File: src/rtl/tpg_pkg.sv
package tpg_pkg;

    localparam int SEC_W     = 32;
    localparam int NS_W      = 30;
    localparam int REG_W     = 16;
    localparam int CODE_W    = 4;
    localparam int CH_STRIDE = 8;

    localparam logic [NS_W:0]      NS_WRAP       = 31'd1_000_000_000;
    localparam logic [SEC_W-1:0]   STEP_LEAD_SEC = 32'd3;

    // register offsets inside one channel window
    localparam int OFF_TNS_LO  = 0;
    localparam int OFF_TNS_HI  = 1;
    localparam int OFF_TSEC_LO = 2;
    localparam int OFF_TSEC_HI = 3;
    localparam int OFF_PNS_LO  = 4;
    localparam int OFF_PNS_HI  = 5;
    localparam int OFF_PSEC_LO = 6;
    localparam int OFF_PSEC_HI = 7;

    typedef enum logic [1:0] {
        CH_IDLE  = 2'd0,
        CH_ARMED = 2'd1,
        CH_PULSE = 2'd2
    } ch_state_e;

    typedef struct packed {
        logic [SEC_W-1:0] sec;
        logic [NS_W-1:0]  ns;
    } tod_t;

    function automatic logic [NS_W-1:0] width_ns(input logic [CODE_W-1:0] code);
        logic [NS_W-1:0] w;
        case (code)
            4'd1:    w = 30'd500;
            4'd2:    w = 30'd1_000;
            4'd3:    w = 30'd5_000;
            4'd4:    w = 30'd10_000;
            4'd5:    w = 30'd50_000;
            4'd6:    w = 30'd100_000;
            4'd7:    w = 30'd500_000;
            4'd8:    w = 30'd1_000_000;
            4'd9:    w = 30'd5_000_000;
            4'd10:   w = 30'd10_000_000;
            4'd11:   w = 30'd50_000_000;
            4'd12:   w = 30'd100_000_000;
            4'd13:   w = 30'd200_000_000;
            default: w = 30'd100;
        endcase
        return w;
    endfunction

    // add a seconds/nanoseconds amount with carry at one second
    function automatic tod_t tod_add(input tod_t a, input logic [SEC_W-1:0] b_sec,
                                     input logic [NS_W-1:0] b_ns);
        logic [NS_W:0] sum;
        tod_t          r;
        sum = {1'b0, a.ns} + {1'b0, b_ns};
        if (sum >= NS_WRAP) begin
            r.ns  = sum[NS_W-1:0] - NS_WRAP[NS_W-1:0];
            r.sec = a.sec + b_sec + 32'd1;
        end else begin
            r.ns  = sum[NS_W-1:0];
            r.sec = a.sec + b_sec;
        end
        return r;
    endfunction

endpackage

File: src/rtl/tpg_regs.sv
module tpg_regs
    import tpg_pkg::*;
#(
    parameter int NCH    = 2,
    parameter int ADDR_W = 5,
    parameter int CFG_W  = 12
) (
    input  logic                        clk,
    input  logic                        rst_n,
    input  logic                        wr_en,
    input  logic [ADDR_W-1:0]           wr_addr,
    input  logic [REG_W-1:0]            wr_data,
    output logic [NCH-1:0]              load,
    output logic [NCH-1:0][SEC_W-1:0]   load_sec,
    output logic [NCH-1:0][NS_W-1:0]    load_ns,
    output logic [NCH-1:0][SEC_W-1:0]   per_sec,
    output logic [NCH-1:0][NS_W-1:0]    per_ns,
    output logic [CFG_W-1:0]            cfg
);

    localparam int NS_HI_W = NS_W - REG_W;
    localparam logic [ADDR_W-1:0] CFG_ADDR = ADDR_W'(NCH * CH_STRIDE);
    localparam logic [CFG_W-1:0]  CFG_RST  = CFG_W'(16'h000F);

    always_ff @(posedge clk or negedge rst_n) begin
        if (!rst_n)
            cfg <= CFG_RST;
        else if (wr_en && wr_addr == CFG_ADDR)
            cfg <= wr_data[CFG_W-1:0];
    end

    for (genvar c = 0; c < NCH; c++) begin : g_ch
        localparam int BASE = c * CH_STRIDE;

        logic [REG_W-1:0]   tns_lo, tsec_lo, pns_lo, psec_lo, psec_hi;
        logic [NS_HI_W-1:0] tns_hi, pns_hi;

        logic sel_tns_lo, sel_tns_hi, sel_tsec_lo, sel_tsec_hi;
        logic sel_pns_lo, sel_pns_hi, sel_psec_lo, sel_psec_hi;

        assign sel_tns_lo  = wr_en && (wr_addr == ADDR_W'(BASE + OFF_TNS_LO));
        assign sel_tns_hi  = wr_en && (wr_addr == ADDR_W'(BASE + OFF_TNS_HI));
        assign sel_tsec_lo = wr_en && (wr_addr == ADDR_W'(BASE + OFF_TSEC_LO));
        assign sel_tsec_hi = wr_en && (wr_addr == ADDR_W'(BASE + OFF_TSEC_HI));
        assign sel_pns_lo  = wr_en && (wr_addr == ADDR_W'(BASE + OFF_PNS_LO));
        assign sel_pns_hi  = wr_en && (wr_addr == ADDR_W'(BASE + OFF_PNS_HI));
        assign sel_psec_lo = wr_en && (wr_addr == ADDR_W'(BASE + OFF_PSEC_LO));
        assign sel_psec_hi = wr_en && (wr_addr == ADDR_W'(BASE + OFF_PSEC_HI));

        always_ff @(posedge clk or negedge rst_n) begin
            if (!rst_n) begin
                tns_lo  <= '0;
                tns_hi  <= '0;
                tsec_lo <= '0;
                pns_lo  <= '0;
                pns_hi  <= '0;
                psec_lo <= '0;
                psec_hi <= '0;
            end else begin
                if (sel_tns_lo)  tns_lo  <= wr_data;
                if (sel_tns_hi)  tns_hi  <= wr_data[NS_HI_W-1:0];
                if (sel_tsec_lo) tsec_lo <= wr_data;
                if (sel_pns_lo)  pns_lo  <= wr_data;
                if (sel_pns_hi)  pns_hi  <= wr_data[NS_HI_W-1:0];
                if (sel_psec_lo) psec_lo <= wr_data;
                if (sel_psec_hi) psec_hi <= wr_data;
            end
        end

        // the seconds-high write completes the staged target
        assign load[c]     = sel_tsec_hi;
        assign load_sec[c] = {wr_data, tsec_lo};
        assign load_ns[c]  = {tns_hi, tns_lo};
        assign per_sec[c]  = {psec_hi, psec_lo};
        assign per_ns[c]   = {pns_hi, pns_lo};
    end

endmodule

File: src/rtl/tpg_channel.sv
module tpg_channel
    import tpg_pkg::*;
(
    input  logic              clk,
    input  logic              rst_n,
    input  logic [SEC_W-1:0]  tod_sec,
    input  logic [NS_W-1:0]   tod_ns,
    input  logic              load,
    input  logic [SEC_W-1:0]  load_sec,
    input  logic [NS_W-1:0]   load_ns,
    input  logic              step,
    input  logic [SEC_W-1:0]  step_sec,
    input  logic [SEC_W-1:0]  per_sec,
    input  logic [NS_W-1:0]   per_ns,
    input  logic [CODE_W-1:0] width_code,
    input  logic              stop_reload,
    input  logic              active_high,
    output logic              pulse,
    output ch_state_e         state,
    output logic [SEC_W-1:0]  tgt_sec,
    output logic [NS_W-1:0]   tgt_ns,
    output logic [SEC_W-1:0]  end_sec,
    output logic [NS_W-1:0]   end_ns
);

    ch_state_e st_q, st_d;
    tod_t      tgt_q, end_q, tod_now, tgt_next, end_next;
    logic      rearm_q;
    logic      hit_tgt, hit_end;

    assign tod_now  = '{sec: tod_sec, ns: tod_ns};
    assign hit_tgt  = tod_now >= tgt_q;
    assign hit_end  = tod_now >= end_q;
    assign tgt_next = tod_add(tgt_q, per_sec, per_ns);
    assign end_next = tod_add(tgt_q, '0, width_ns(width_code));

    // state register
    always_ff @(posedge clk or negedge rst_n) begin
        if (!rst_n) st_q <= CH_IDLE;
        else        st_q <= st_d;
    end

    // transitions: commit, step, match, rearm, finish
    always_comb begin
        st_d = st_q;
        if (load || step) begin
            st_d = CH_ARMED;
        end else begin
            unique case (st_q)
                CH_IDLE:  st_d = CH_IDLE;
                CH_ARMED: if (hit_tgt) st_d = CH_PULSE;
                CH_PULSE: if (hit_end) st_d = rearm_q ? CH_ARMED : CH_IDLE;
                default:  st_d = CH_IDLE;
            endcase
        end
    end

    // target and pulse-end bookkeeping
    always_ff @(posedge clk or negedge rst_n) begin
        if (!rst_n) begin
            tgt_q   <= '0;
            end_q   <= '0;
            rearm_q <= 1'b0;
        end else if (load) begin
            tgt_q <= '{sec: load_sec, ns: load_ns};
        end else if (step) begin
            tgt_q <= '{sec: step_sec + STEP_LEAD_SEC, ns: '0};
        end else if (st_q == CH_ARMED && hit_tgt) begin
            end_q   <= end_next;
            rearm_q <= !stop_reload;
            if (!stop_reload) tgt_q <= tgt_next;
        end
    end

    // output decode
    always_comb begin
        pulse = (st_q == CH_PULSE) ? active_high : !active_high;
    end

    assign state   = st_q;
    assign tgt_sec = tgt_q.sec;
    assign tgt_ns  = tgt_q.ns;
    assign end_sec = end_q.sec;
    assign end_ns  = end_q.ns;

endmodule

File: src/rtl/tod_pulse_gen.sv
module tod_pulse_gen
    import tpg_pkg::*;
#(
    parameter  int NCH    = 2,
    localparam int ADDR_W = $clog2(NCH * CH_STRIDE + 1)
) (
    input  logic              clk,
    input  logic              rst_n,
    input  logic [SEC_W-1:0]  tod_sec,
    input  logic [NS_W-1:0]   tod_ns,
    input  logic              wr_en,
    input  logic [ADDR_W-1:0] wr_addr,
    input  logic [REG_W-1:0]  wr_data,
    input  logic [NCH-1:0]    tod_step,
    input  logic [SEC_W-1:0]  tod_step_sec,
    output logic [NCH-1:0]    pulse_out
);

    // stop/polarity pairs in the low nibble, width codes above
    localparam int CFG_W = 4 + CODE_W * NCH;

    logic [NCH-1:0]             ld;
    logic [NCH-1:0][SEC_W-1:0]  ld_sec, per_sec, ch_tgt_sec, ch_end_sec;
    logic [NCH-1:0][NS_W-1:0]   ld_ns, per_ns, ch_tgt_ns, ch_end_ns;
    logic [NCH-1:0][1:0]        ch_st;
    logic [NCH-1:0]             cfg_stop, cfg_pol;
    logic [CFG_W-1:0]           cfg;

    tpg_regs #(
        .NCH    (NCH),
        .ADDR_W (ADDR_W),
        .CFG_W  (CFG_W)
    ) u_regs (
        .clk      (clk),
        .rst_n    (rst_n),
        .wr_en    (wr_en),
        .wr_addr  (wr_addr),
        .wr_data  (wr_data),
        .load     (ld),
        .load_sec (ld_sec),
        .load_ns  (ld_ns),
        .per_sec  (per_sec),
        .per_ns   (per_ns),
        .cfg      (cfg)
    );

    for (genvar c = 0; c < NCH; c++) begin : g_ch
        ch_state_e st_w;

        assign cfg_stop[c] = cfg[2*c];
        assign cfg_pol[c]  = cfg[2*c+1];
        assign ch_st[c]    = st_w;

        tpg_channel u_chan (
            .clk         (clk),
            .rst_n       (rst_n),
            .tod_sec     (tod_sec),
            .tod_ns      (tod_ns),
            .load        (ld[c]),
            .load_sec    (ld_sec[c]),
            .load_ns     (ld_ns[c]),
            .step        (tod_step[c]),
            .step_sec    (tod_step_sec),
            .per_sec     (per_sec[c]),
            .per_ns      (per_ns[c]),
            .width_code  (cfg[4 + CODE_W*c +: CODE_W]),
            .stop_reload (cfg_stop[c]),
            .active_high (cfg_pol[c]),
            .pulse       (pulse_out[c]),
            .state       (st_w),
            .tgt_sec     (ch_tgt_sec[c]),
            .tgt_ns      (ch_tgt_ns[c]),
            .end_sec     (ch_end_sec[c]),
            .end_ns      (ch_end_ns[c])
        );
    end

endmodule

File: config.mk
export PLATFORM = sky130hd
export DESIGN_NAME = tod_pulse_gen
export DESIGN_NICKNAME = d
export VERILOG_FILES = /design/src/rtl/tpg_pkg.sv /design/src/rtl/tpg_regs.sv /design/src/rtl/tpg_channel.sv /design/src/rtl/tod_pulse_gen.sv
export SDC_FILE = /design/constraint.sdc
export NUM_CORES = 2
export LEC_CHECK = 0
export CORE_MARGIN = 2
export CORE_UTILIZATION = 55
export CTS_CLUSTER_DIAMETER = 30
export DETAILED_ROUTE_END_ITERATION = 12
export GPL_ROUTABILITY_DRIVEN = 0
export PLACE_DENSITY = 0.75
export SYNTH_ARGS = -nofsm -noshare
export SYNTH_HDL_FRONTEND = slang
export SYNTH_SLANG_ARGS = --single-unit
File: constraint.sdc
create_clock -name clk -period 6.7 [get_ports clk]
set_clock_uncertainty 0.1 [all_clocks]
set_input_delay 1.34 -clock clk [delete_from_list [all_inputs] [get_ports clk]]
set_output_delay 1.34 -clock clk [all_outputs]
set_load 0.02 [all_outputs]
Word level (Yosys, flattened, before mapping)
Memory sizes are Yosys's and may differ from the RTL's.
Index checks and enable logic that the tools add are counted.
- output and inout bits: 2
- memories: 2
- flip-flop bits (word level): 482
- input bits: 120
- logic and storage cells: 140
- bits in read-only memories: 832
- $lt $le $gt $ge: 8
- multiplexer cells: 24
- reduce and logical (&&, ||, !) cells: 34
- add/sub/neg operators: 15
- eq/ne operators: 26
- bitwise logic cells: 4
- memory list (memory ; depth ; width ; rd ports ; clocked after Yosys merged registers in ; write ports ; RTL line ; text):
    (no name shown) ; 16 ; 26 ; 1 ; 0 ; 0 ; tpg_pkg.sv:35 ; case (code)
    (no name shown) ; 16 ; 26 ; 1 ; 0 ; 0 ; tpg_pkg.sv:35 ;
- operators by type and width (operator ; count):
    62-bit two-way mux ; 12
    62-bit greater-or-equal comparator ; 4
    32-bit by 1-bit adder with 32-bit output (second input constant) ; 4
    30-bit by 30-bit adder with 31-bit output ; 4
    31-bit by 30-bit greater-or-equal comparator with 1-bit output (second input constant) ; 4
    30-bit subtractor (second input constant) ; 4
    32-bit adder ; 2
    5-bit by 4-bit equality test with 1-bit output (second input constant) ; 8
    32-bit by 2-bit adder with 32-bit output (second input constant) ; 1
    5-bit by 3-bit equality test with 1-bit output (second input constant) ; 4
    1-bit logical AND ; 19
    2-bit two-way mux ; 6
    3-bit by 1-bit inequality test with 1-bit output (second input constant) ; 4
    5-bit by 2-bit equality test with 1-bit output (second input constant) ; 2
    2-bit one-hot mux with 2 select lines ; 2
    2-bit AND reduction ; 4
    3-bit by 2-bit inequality test with 1-bit output (second input constant) ; 2
    3-bit AND reduction ; 2
    3-bit nonzero test ; 2
    5-bit by 1-bit equality test with 1-bit output (second input constant) ; 1
    5-bit equality test (second input constant) ; 1
    5-bit logical NOT ; 1
    2-bit by 1-bit equality test with 1-bit output (second input constant) ; 2
    2-bit equality test (second input constant) ; 2
    other kinds (4) ; 14

Depth between registers and ports, before layout
- depth after elaboration: 7
- mapped depth: 24
- mapped depth without buffers: 21

Modules after synthesis
Synthesis repeated with hierarchy kept, for this count alone.
- cells, all modules: 5104
- area total of the unflattened synthesis: 43705.7 um2
- by module, submodules not included (module ; instances ; cells an instance ; area an instance (um2) ; sequential area each (um2)):
    tpg_channel at g_ch[0].u_chan ; 1 ; 2272 ; 17445.5 ; 3178.0
    tpg_channel at g_ch[1].u_chan ; 1 ; 2283 ; 17324.1 ; 3178.0
    tpg_regs ; 1 ; 549 ; 8936.1 ; 5710.5

Least setup slack after synthesis
OpenSTA, ideal clock, no wires.
- path type: register to register
- start: register u_regs.cfg[6]
- end: register g_ch[0].u_chan.end_q (netlist bit g_ch[0].u_chan.end_sec[29])
- period minus slack after synthesis: 5121 ps
- data required time: 6467 ps
- path buffers: 3
- slack: 1579 ps
- setup time: 133 ps
- stages on the path, launching flop included: 22
- arrival time: 4888 ps
- path through: dfrtp_1 clkbuf_1 clkinv_1 ha_1 and2_1 o21bai_1 ha_1 buf_2 a21oi_1 o21ai_1 a221oi_2 a31oi_1 a221o_1 a31o_2 xor2_1 nand2_1 a2111oi_2 nor2_1 buf_2 nor4_1 xnor2_1 o21ai_0
- word-level cells in the longest chain between the ends: 4
- RTL lines (what ; RTL line ; text):
    start: declaration ; tpg_regs.sv:18 ; output logic [CFG_W-1:0] cfg
    start signal: assignment ; tpg_regs.sv:29 ; cfg <= wr_data[CFG_W-1:0];
    memory 16 x 26 bit ; - ;
    30-bit by 30-bit adder with 31-bit output ; tpg_pkg.sv:59 ; sum = {1'b0, a.ns} + {1'b0, b_ns};
    31-bit by 30-bit greater-or-equal comparator with 1-bit output ; tpg_pkg.sv:60 ; if (sum >= NS_WRAP) begin
    62-bit two-way mux ; tpg_pkg.sv:60 ;
    end signal: assignment ; tpg_channel.sv:69 ; end_q <= end_next;
    end: declaration ; tpg_channel.sv:27 ; tod_t tgt_q, end_q, tod_now, tgt_next, end_next;
No other way between the ends.
A chain may end at the register's enable or synchronous reset.

Final worst setup path
- start: register u_regs.cfg[6]
- end: register g_ch[0].u_chan.end_q (netlist bit g_ch[0].u_chan.end_ns[15])
- word-level cells in the longest chain between the ends: 4
- elaborated cells between the ends (all ways): 5
- classes of those cells: add/sub: 2; order compare: 1; mux: 1; memory: 1
- RTL lines (what ; RTL line):
    memory 16 x 26 bit (*) ; -
    30-bit by 30-bit adder with 31-bit output (*) ; tpg_pkg.sv:59
    30-bit subtractor or 31-bit by 30-bit greater-or-equal comparator with 1-bit output (tied branches) ; tpg_pkg.sv:61, tpg_pkg.sv:60
    62-bit two-way mux (*) ; tpg_pkg.sv:60
Mark *: on every way between the ends. The rest lies on a longest branch, timed or not.

==> flow_metrics.py <==
metrics = {
    "run_status": {
        "outcome": "complete, no violations",
    },
    "synthesis": {
        "synth-edff-count": 0,
        "syn-instance-count": 4727,
        "synth_compound_area_frac": 0.203,
        "synth_nets": 5306,
        "ys_types": 98,
        "syn_area_mm2": 0.0409,
        "synth_xor_area_frac": 0.0780,
        "synth_top_family_by_area": "compound AO/OA/AOI/OAI gates",
        "seq_area_frac_synth": 0.295,
        "ys.flop_type": "dfrtp_1",
        "ys_ff_latch": 482,
        "synth_area_leader_cell": "dfrtp_1",
        "muxShareOfSynthArea": 0.0688,
        "synth_top_area_share": 0.293,
        "postSynthAreaPerCell_um2": 8.64,
        "synthSimpleGateAreaFrac": 0.164,
        "synth-adder-area-share": 0.142,
        "synth.area.top_cells": "dfrtp_1, ha_1, mux2_2, xnor2_1, o21ai_0",
        "yosys_warnings": 0,
        "synthArstFlopShare": 1.00,
    },
    "setup_path": {
        "cp_slowest_cell": "nor2_4",
        "critical_path.max_fanout": 41,
        "crit_path_end_kind": "flop",
        "critPathMaxStageDelay_ps": 950,
        "crit_path_start_kind": "flop",
        "r2r-end": "g_ch[0].u_chan.end_ns[15]",
        "arrival_ps": 6540,
        "ff2ff_path_depth": 23,
        "worstPathCellList": "buf_4, clkinv_1, ha_1, inv_1, o21ai_0, ha_1, inv_1, fa_1, nor2b_1, o31ai_1, a21oi_1, xnor2_1, ha_1, o21ai_0, or2_1, o211a_1, o311ai_1, a311oi_1, nor2_4, buf_4, nor2_1, xnor2_1, o21ai_0",
        "path_class": "reg -> reg",
        "required_ps": 7100,
        "ff2ff_setup_slack_ps": 560,
        "r2r-start": "u_regs.cfg[6]",
    },
    "cells_and_area": {
        "finish.instance_area_mm2": 0.0469,
        "flow.area_growth_from_synthesis_pct": 14.7,
        "layout.nets": 5388,
        "drive_gt1_frac": 0.112,
    },
    "global_routing": {
        "grt_use_total": 0.352,
        "first_global_vias": 36944,
        "grt-ovfl-total": 0,
        "grt_max_degree": 140,
        "antenna_found_initial": 6,
        "grt_pass1_wl_um": 210000,
    },
    "sta": {
        "min_period_ps": 6140,
        "finalSetupViolCount": 0,
        "timing.setup.tns_ps": 0,
        "finalHoldViolations": 0,
        "fmax_mhz": 163,
        "holdWs_ps": 372,
        "worstMarginPinSlew_ps": 1250,
        "min_period_over_period": 0.917,
        "slew_viol_final": 0,
        "rsz0062_at_grt": "no",
        "slew_headroom": 0.166,
    },
    "drt": {
        "firstDrtPassIters": 8,
        "ant_nets": 0,
        "wire_per_inst_um": 23.5,
        "wl_um": 138000,
        "drtIter0Drc": 4116,
        "post-route-drc-count": 0,
        "via_per_inst": 6.48,
        "dr_total_vias": 38026,
    },
    "job": {
        "maxCapViolCount": 0,
    },
    "worst_hold_path": {
        "hp-class": "reg -> reg",
        "worst_hold_path.num_cells": 2,
        "whs_endpoint": "g_ch[0].u_chan.end_ns[18]",
        "hp-start": "g_ch[0].u_chan.end_ns[18]",
    },
    "die": {
        "start_util": 0.558,
        "core-area_mm2": 0.0732,
        "rows": 99,
        "die_y_um": 277,
        "dieArea_mm2": 0.0765,
        "fp.dieW_um": 277,
        "boundaryPins": 122,
    },
    "cts": {
        "post_cts_buffers": 0,
        "cts-htree-levels": 3,
        "cts_root_buf": "clkbuf_16",
        "clockBufferDepth": 3,
        "cts-hold-fix-buffers": 0,
        "cts-buffers-inserted": 111,
        "cts_tree": "yes",
        "ctsResizeCount": 0,
        "clkTransAtPathRegs_ps": 50,
        "clock_latency_ps": 680,
        "clock_sinks": 482,
    },
    "placed_design": {
        "place_area_mm2": 0.0429,
        "dp_hpwl_um": 99400,
        "portBuffers": 121,
    },
    "pwr": {
        "p_leak_nw": 21.3,
        "total_power_mw": 20.8,
        "power_density_mw_per_mm2": 444,
        "vdd_ir_drop_max_uv": 268,
    },
}
## cells in the mapped netlist (16+ instances only)
cell type	instances
nand4_1	119
a21o_1	143
buf_2	21
mux2i_1	21
a21boi_0	21
a31oi_1	45
a22oi_1	58
nor3_1	76
nor3b_1	19
o21ai_1	22
a211oi_1	33
o21a_1	45
clkbuf_1	164
nand2b_1	52
nor4_1	36
and3_1	49
ha_1	453
xnor2_1	227
nand3_1	104
nor2_1	290
nand2_1	412
and2_1	30
or2_2	16
a21oi_1	281
xor2_1	137
or3_1	27
o22ai_1	22
o21bai_1	23
inv_1	322
nor2b_1	59
o21ai_0	359
dfrtp_1	478
mux2_2	231
a221oi_1	22
o211ai_1	33
o31ai_1	23
## critical path: cells and delay by family, from the launching register on
family          cells  cell delay [ps]
flops               1              320
compound gates      8             1690
fa+ha+maj           4             1020
simple gates        4             1420
xor+xnor            2              460
buf+inv             5              980
## through the flow
stage | std cells | util | setup slack [ps]
2_1_floorplan | 4727 | - | 1580
3_3_place_gp | 5653 | 0.586 | 853
3_5_place_dp | 5655 | 0.587 | 677
4_1_cts | 5860 | 0.640 | 665
5_1_grt | 5860 | 0.640 | 111
6_report | 5867 | 0.640 | 556
## area by class of cell
type | instances | area, um2
tap | 959 | 1200
timing repair buffer | 169 | 1620
multi-input combinational | 3721 | 26800
inverter | 324 | 1220
sequential | 482 | 12100
fill | 5991 | 26300
clock inverter | 74 | 900
clock buffer | 131 | 3030
antenna | 7 | 17.5
## kinds of logic (layout without fill, tap and decap cells)
group	Yosys count	after routing
flip-flops	482	482
adder cells (fa/ha/maj)	459	459
buffers and inverters	524	698
AND/OR/NAND/NOR	1356	1356
XOR/XNOR	364	364
multiplexers	252	252
AO/OA/AOI/OAI	1290	1290
other	0	7
## cell usage in the layout (no fill, tap or decap), types with 137 or more instances in the layout
master	Yosys	layout
dfrtp_1	478	478
ha_1	453	453
nand2_1	412	410
o21ai_0	359	359
inv_1	322	322
nor2_1	290	288
a21oi_1	281	280
mux2_2	231	231
xnor2_1	227	227
a21o_1	143	143
xor2_1	137	137
## registers in the layout, summed over array words and instances (netlist names)
name / flops
g_ch.u_chan.tgt_sec: 64
u_regs.g_ch.tsec_lo: 32
u_regs.g_ch.psec_lo: 32
u_regs.g_ch.pns_hi: 28
g_ch.u_chan.tgt_ns: 60
g_ch.u_chan.rearm_q: 2
u_regs.g_ch.pns_lo: 32
u_regs.cfg: 12
u_regs.g_ch.tns_hi: 28
g_ch.u_chan.end_sec: 64
g_ch.u_chan.state: 4
g_ch.u_chan.end_ns: 60
u_regs.g_ch.tns_lo: 32
u_regs.g_ch.psec_hi: 32
## where the power goes
group | internal, mW | leakage (nW) | total, mW | switching [mW]
registers | 3.82 | 6.10 | 4.94 | 1.12
logic | 4.04 | 13.4 | 10.2 | 6.17
clock network | 3.80 | 1.86 | 5.68 | 1.89
total | 11.7 | 21.3 | 20.8 | 9.18
## per-layer routing
metal / wire length, um / global-route usage / share of wire / up-vias
li1: - / - / - / 17343
met1: 53700 / 0.442 / 0.39 / 18144
met2: 59900 / 0.548 / 0.43 / 1973
met3: 15000 / 0.0848 / 0.11 / 562
met4: 9200 / 0.211 / 0.067 / 4
met5: 24 / 0 / 0.00017 / -
## how the worst max path moves through the flow
stage / cells after the start / from / endpoint
6_report: 23 / u_regs.cfg[6] / g_ch[0].u_chan.end_ns[15]
2_1_floorplan: 21 / u_regs.cfg[6] / g_ch[0].u_chan.end_sec[29]
4_1_cts: 23 / u_regs.cfg[6] / g_ch[0].u_chan.end_ns[15]
5_1_grt: 21 / u_regs.cfg[5] / g_ch[0].u_chan.end_ns[15]
3_5_place_dp: 20 / u_regs.cfg[5] / g_ch[0].u_chan.end_ns[21]
3_3_place_gp: 20 / u_regs.cfg[7] / g_ch[0].u_chan.end_ns[22]
(Power assumes the default switching activity.)
